## config.mk

```make
export PLATFORM = sky130hd
export DESIGN_NAME = e1_rx_chan_timer
export DESIGN_NICKNAME = d
export VERILOG_FILES = /design/src/rtl/e1_rxt_pkg.sv /design/src/rtl/e1_rxt_count.sv /design/src/rtl/e1_rxt_strobe.sv /design/src/rtl/e1_rx_chan_timer.sv
export SDC_FILE = /design/constraint.sdc
export NUM_CORES = 1
export LEC_CHECK = 0
export BUFFER_PORTS_ARGS = -buffer_cell sky130_fd_sc_hd__buf_2
export CAP_MARGIN = 10
export CORE_ASPECT_RATIO = 1.25
export CORE_UTILIZATION = 43
export CTS_CLUSTER_SIZE = 8
export DETAILED_ROUTE_END_ITERATION = 8
export GPL_ROUTABILITY_DRIVEN = 1
export PLACE_DENSITY = 0.71
export SKIP_CTS_REPAIR_TIMING = 1
export SYNTH_ARGS = -nofsm -noshare
export SYNTH_HDL_FRONTEND = slang
export SYNTH_SLANG_ARGS = --single-unit
```

## constraint.sdc

```tcl
create_clock -name clk -period 2.5 [get_ports clk]
set_clock_uncertainty 0.1 [all_clocks]
set_input_delay 0.125 -clock clk [delete_from_list [all_inputs] [get_ports clk]]
set_output_delay 0.125 -clock clk [all_outputs]
set_load 0.05 [all_outputs]
```

## src/rtl/e1_rxt_pkg.sv

```systemverilog
package e1_rxt_pkg;
    localparam int unsigned TS_NUM    = 32;
    localparam int unsigned TS_BITS   = 8;
    localparam int unsigned MF_FRAMES = 16;
    localparam int unsigned SA_NUM    = 5;
    localparam int unsigned SA_LO     = 3;

    localparam int unsigned FRM_BITS = TS_NUM * TS_BITS;
    localparam int unsigned POS_W    = $clog2(FRM_BITS);
    localparam int unsigned BIT_W    = $clog2(TS_BITS);
    localparam int unsigned TS_W     = $clog2(TS_NUM);
    localparam int unsigned FRM_W    = $clog2(MF_FRAMES);

    typedef struct packed {
        logic             run;
        logic [POS_W-1:0] pos;
        logic [FRM_W-1:0] frm;
        logic             load;
    } e1_pos_t;

    typedef struct packed {
        logic              chan_clk;
        logic              chan_blk;
        logic              sync;
        logic              link_clk;
        logic              ser;
        logic [TS_NUM-1:0] mask;
    } e1_out_t;
endpackage

```

## src/rtl/e1_rxt_count.sv

```systemverilog
module e1_rxt_count
    import e1_rxt_pkg::*;
(
    input  logic    clk,
    input  logic    rst_n,
    input  logic    align_i,
    output e1_pos_t nxt_o
);
    e1_pos_t cnt_d, cnt_q;

    always_comb begin
        cnt_d      = cnt_q;
        cnt_d.load = 1'b0;
        if (align_i) begin
            cnt_d.run  = 1'b1;
            cnt_d.pos  = '0;
            cnt_d.frm  = '0;
            cnt_d.load = 1'b1;
        end else if (cnt_q.run) begin
            if (cnt_q.pos == POS_W'(FRM_BITS - 1)) begin
                cnt_d.pos  = '0;
                cnt_d.load = 1'b1;
                if (cnt_q.frm == FRM_W'(MF_FRAMES - 1))
                    cnt_d.frm = '0;
                else
                    cnt_d.frm = cnt_q.frm + 1'b1;
            end else begin
                cnt_d.pos = cnt_q.pos + 1'b1;
            end
        end
    end

    always_ff @(posedge clk or negedge rst_n) begin
        if (!rst_n) cnt_q <= '0;
        else        cnt_q <= cnt_d;
    end

    assign nxt_o = cnt_d;
endmodule

```

## src/rtl/e1_rxt_strobe.sv

```systemverilog
module e1_rxt_strobe
    import e1_rxt_pkg::*;
(
    input  logic              clk,
    input  logic              rst_n,
    input  e1_pos_t           nxt_i,
    input  logic [TS_NUM-1:0] blk_mask_i,
    input  logic              sync_mf_i,
    input  logic [SA_NUM-1:0] sa_en_i,
    input  logic              ser_i,
    output logic              chan_clk_o,
    output logic              chan_blk_o,
    output logic              sync_o,
    output logic              link_clk_o,
    output logic              ser_o
);
    e1_out_t          out_d, out_q;
    logic [SA_NUM-1:0] sa_hit;
    logic [TS_W-1:0]   ts_idx;
    logic [BIT_W-1:0]  bit_idx;

    assign ts_idx  = nxt_i.pos[POS_W-1:BIT_W];
    assign bit_idx = nxt_i.pos[BIT_W-1:0];

    for (genvar g = 0; g < SA_NUM; g++) begin : g_sa
        assign sa_hit[g] = sa_en_i[g] && (nxt_i.pos == POS_W'(SA_LO + g));
    end

    always_comb begin
        out_d          = out_q;
        out_d.mask     = nxt_i.load ? blk_mask_i : out_q.mask;
        out_d.chan_clk = nxt_i.run && (bit_idx == BIT_W'(TS_BITS - 1));
        out_d.chan_blk = nxt_i.run && out_d.mask[ts_idx];
        out_d.sync     = nxt_i.run && (nxt_i.pos == '0)
                         && (!sync_mf_i || nxt_i.frm == '0);
        out_d.link_clk = nxt_i.run && nxt_i.frm[0] && (|sa_hit);
        out_d.ser      = ser_i;
    end

    always_ff @(posedge clk or negedge rst_n) begin
        if (!rst_n) out_q <= '0;
        else        out_q <= out_d;
    end

    assign chan_clk_o = out_q.chan_clk;
    assign chan_blk_o = out_q.chan_blk;
    assign sync_o     = out_q.sync;
    assign link_clk_o = out_q.link_clk;
    assign ser_o      = out_q.ser;
endmodule

```

## src/rtl/e1_rx_chan_timer.sv

```systemverilog
module e1_rx_chan_timer
    import e1_rxt_pkg::*;
(
    input  logic              clk,
    input  logic              rst_n,
    input  logic              align_i,
    input  logic              ser_i,
    input  logic [TS_NUM-1:0] blk_mask_i,
    input  logic              sync_mf_i,
    input  logic [SA_NUM-1:0] sa_en_i,
    output logic              ser_o,
    output logic              link_dat_o,
    output logic              link_clk_o,
    output logic              chan_clk_o,
    output logic              chan_blk_o,
    output logic              sync_o
);
    e1_pos_t nxt;
    logic    ser_rt;

    e1_rxt_count u_count (
        .clk     (clk),
        .rst_n   (rst_n),
        .align_i (align_i),
        .nxt_o   (nxt)
    );

    e1_rxt_strobe u_strobe (
        .clk        (clk),
        .rst_n      (rst_n),
        .nxt_i      (nxt),
        .blk_mask_i (blk_mask_i),
        .sync_mf_i  (sync_mf_i),
        .sa_en_i    (sa_en_i),
        .ser_i      (ser_i),
        .chan_clk_o (chan_clk_o),
        .chan_blk_o (chan_blk_o),
        .sync_o     (sync_o),
        .link_clk_o (link_clk_o),
        .ser_o      (ser_rt)
    );

    assign ser_o      = ser_rt;
    assign link_dat_o = ser_rt;
endmodule

```

==> results.md <==
* finished, violations left — status
* negative hold slack — violated checks
* 0.50 ns — critical path's largest stage delay
* 1.286 mW — internal power
* 2109 — vias in the first global route
* 25.05% — proportion of total power due to net switching
* 0.4011 GHz — Fmax achieved
* 32.5% — Clk network pwr share
* 0.30 ns — clock insertion delay at the later pin of the skew report
* 0 — pins over their slew limit
* 0.09 ns — clock slew at reported path FFs
* 133 — DRT iter0 DRCs
* 109 x sky130_fd_sc_hd__nand2_1, 50 x sky130_fd_sc_hd__dfrtp_1, 16 x sky130_fd_sc_hd__nor2_1 — commonest cells in the netlist
* sky130_fd_sc_hd__clkbuf_8 — clock root buffer
* ha_2 > and4_4 > nand3_2 > xor2_2 > nor2_2 > or4_1 > or3_4 > a211oi_2 — series of cell instances along the critical path
* 9.019 um2 — post-synthesis area per instance
* 2.493 ns — clock period minus worst slack
* 0 — antenna violations before repair
* 3 — Hold Path Cell Cnt
* 70.30 um — x dimension of the die
* 0.006787 ns — Final Worst Setup Slack
* 9.535 mm — wire length of the first global-routing pass
* 70.24% — worst-case headroom to the max-slew limit
* 99.73% — Tcrit/Tclk final
* 49 — count of distinct cell types in the synthesized netlist
* 322 — nets in the synthesized netlist
* 5 — top fanout value on the critical path
* 2 — CTS HTree Levels
* 414 — net count reported at finish
* 1 — final hold vios
* 0 — global-route congestion overflow total
* 34.23% — Syn-to-layout area delta
* 0 — number of antenna diodes
* 0 — Final Setup Violations
* 0.8744 — Routability Congestion
* simple AND/OR/NAND/NOR gates — category of cells accounting for the largest share of critical-path delay
* 2 — Bufs on Longest Clock Path
* 0 — number of routed nets with antenna violations
* sky130_fd_sc_hd__or4_1 — cell at the slowest stage of the critical path
* 0.002507 mm2 — synthesized area
* 0.3230 mV — peak ir drop on the vdd network
* 33 — largest net degree at the start of global routing
* 0 — number of warnings issued by yosys
* 49.90% — share of the synthesized area in the top cell type
* in2reg — Hold WC Path Type
* 15.4% — combinational power share
* 8 — depth of the most critical reg-to-reg path
* 0.4464 ns — slew at the pin closest to its max-slew limit
* 6.251 mm — total wirelength of the detailed-routed design
* 8 — number of cells on the critical path
* 1.729 nW — static leakage power
* 278 — Mapped Cells
* 49.90% — part of the Yosys area used for sequential elements
* 100.0% — fraction of synthesis flops using an asynchronous set or reset pin
* 2.62 ns — required time worst endpoint
* 0 — drc violations
* -0.007546 ns — Worst Hold Margin
* 50 — number of clock sinks
* 2.61 ns — data arrival time of the worst path
* 52.1% — relative contribution of sequential cells to total power
* 0 — number of flops mapped to enable cells by yosys
* 87.38 um — Die Y-Extent
* 50 — Yosys reg bits
* register — type of origin of the critical path
* 45.44% — starting density of the core
* reg2reg — type of the worst setup path
* sky130_fd_sc_hd__dfrtp_1 — most common flop cell mapped by yosys
* 0.4298 mW — net switching power of the design
* 509.8 mW/mm2 — cell area power density
* 5 — Num CTS Buffers
* register — Crit. End Element
* built — clock tree from TritonCTS
* 5.216 — Avg Vias per Cell
* 30 — row count
* sky130_fd_sc_hd__nand2_1 — cell with the most instances after synthesis
* 4.201 mm — Post-DP HPWL
* sky130_fd_sc_hd__dfrtp_1 — area leader, netlist
* 0.006142 mm2 — die footprint
* 4 — total iterations of the first detailed-routing run
* sky130_fd_sc_hd__dfrtp_1 50%, sky130_fd_sc_hd__nand2_1 16%, sky130_fd_sc_hd__mux2i_1 4.8% — cell types occupying the most area after synthesis
* 19.73% — global router's overall resource usage
* 0 ns — sum of negative setup slack
* yes — RSZ-0062 raised after global routing
* 0.008423 ns — worst setup timing slack at the placement stage
* 48 — Top-Level Pins
* 0.005518 mm2 — Core Footprint
* 2269 — vias after detailed routing
* 14.37 um — per-cell routed wire length
* 47 — number of buffers inserted by port buffering
* 0 — Max Cap Violations
* 0 — worst path buffer plus inverter count
* 24.80% — fraction of final layout cells sized beyond drive strength 1
layer usage:
layer	wire length, um	global-route usage [%]	vias to the layer above	part of all wire [%]
li1	-	-	1110	-
met1	2633	22.83	1085	42
met2	3280	35.24	63	52
met3	205	2.315	11	3.3
met4	131	11.09	0	2.1
met5	0	0	-	0
area by class of cell:
cell class / instances / area [um2]
fillers: 488 / 2152
flip-flops and latches: 50 / 1251
multi-input cells: 209 / 1187
repair buffers: 101 / 729.5
well taps: 64 / 80.08
clock buffers: 7 / 76.32
clock inverters: 1 / 30.03
inverters: 3 / 11.26
registers in the layout, summed over array words and instances (netlist names):
signal,cells
u_count.cnt_q,13
u_strobe.chan_blk_o,1
u_strobe.chan_clk_o,1
u_strobe.link_clk_o,1
u_strobe.out_q,32
u_strobe.ser_o,1
u_strobe.sync_o,1
tightest hold or removal path, cell delays in order:
cell and delay [ns]:
sky130_fd_sc_hd__buf_2 0.11, sky130_fd_sc_hd__nand2_1 0.05, sky130_fd_sc_hd__nand2_1 0.07
power groups by stage:
stage	clock network (mW)	registers [mW]	logic, mW
floorplan	0	0.921	0.111
global route	0.591	0.901	0.294
CTS	0.565	0.894	0.216
finish	0.558	0.894	0.264
detailed placement	0	0.909	0.216
global placement	0	0.909	0.209
cells in the final DEF (no fill, tap or decap), drive strengths merged, types with 2 or more instances in the layout:
cell type	count
nand4	6
xnor2	2
mux2	4
nand2	109
inv	3
dfrtp	50
a22oi	2
nor3	3
or3	4
and2	2
nand3	2
o21ai	7
a31oi	2
a2111oi	2
nor2	18
dlygate4sd3	34
xor2	4
buf	67
nor2b	2
a211oi	2
clkbuf	7
ha	2
a21oi	7
or4	2
mux2i	13
and4	3
worst paths after layout:
kind / from / to / slack, ns
min reg2reg: u_strobe.out_q[19] / u_strobe.out_q[19] / 0.37
min in group asynchronous: rst_n / u_strobe.ser_o / 0.19
max reg2reg: u_count.cnt_q[6] / u_strobe.sync_o / 0.007
min: blk_mask_i[0] / u_strobe.out_q[0] / -0.008
max in group asynchronous: rst_n / u_strobe.chan_blk_o / 1.35
max: u_count.cnt_q[6] / u_strobe.sync_o / 0.007
per-stage QoR:
step                total power [mW]  hold slack, ns  utilization (%)  instance area [um2]  cells
CTS                            1.675         -0.3340            53.88                 2973    398
floorplan                      1.032         -0.2706                -                 2507    278
global route                   1.786         0.02565            61.00                 3366    435
detailed placement             1.125       -0.005838            51.95                 2867    390
global placement               1.118       -0.006143            51.95                 2867    390
finish                         1.716       -0.007546            61.00                 3366    435
kinds of logic after synthesis:
family,Yosys count,synth area share [%]
multiplexers,17,7.136
XOR/XNOR,6,2.695
AO/OA/AOI/OAI,31,8.433
flip-flops,50,49.90
adder cells (fa/ha/maj),2,0.9978
AND/OR/NAND/NOR,153,26.90
buffers and inverters,19,3.942
No activity file was read; power rests on OpenSTA's default activity.
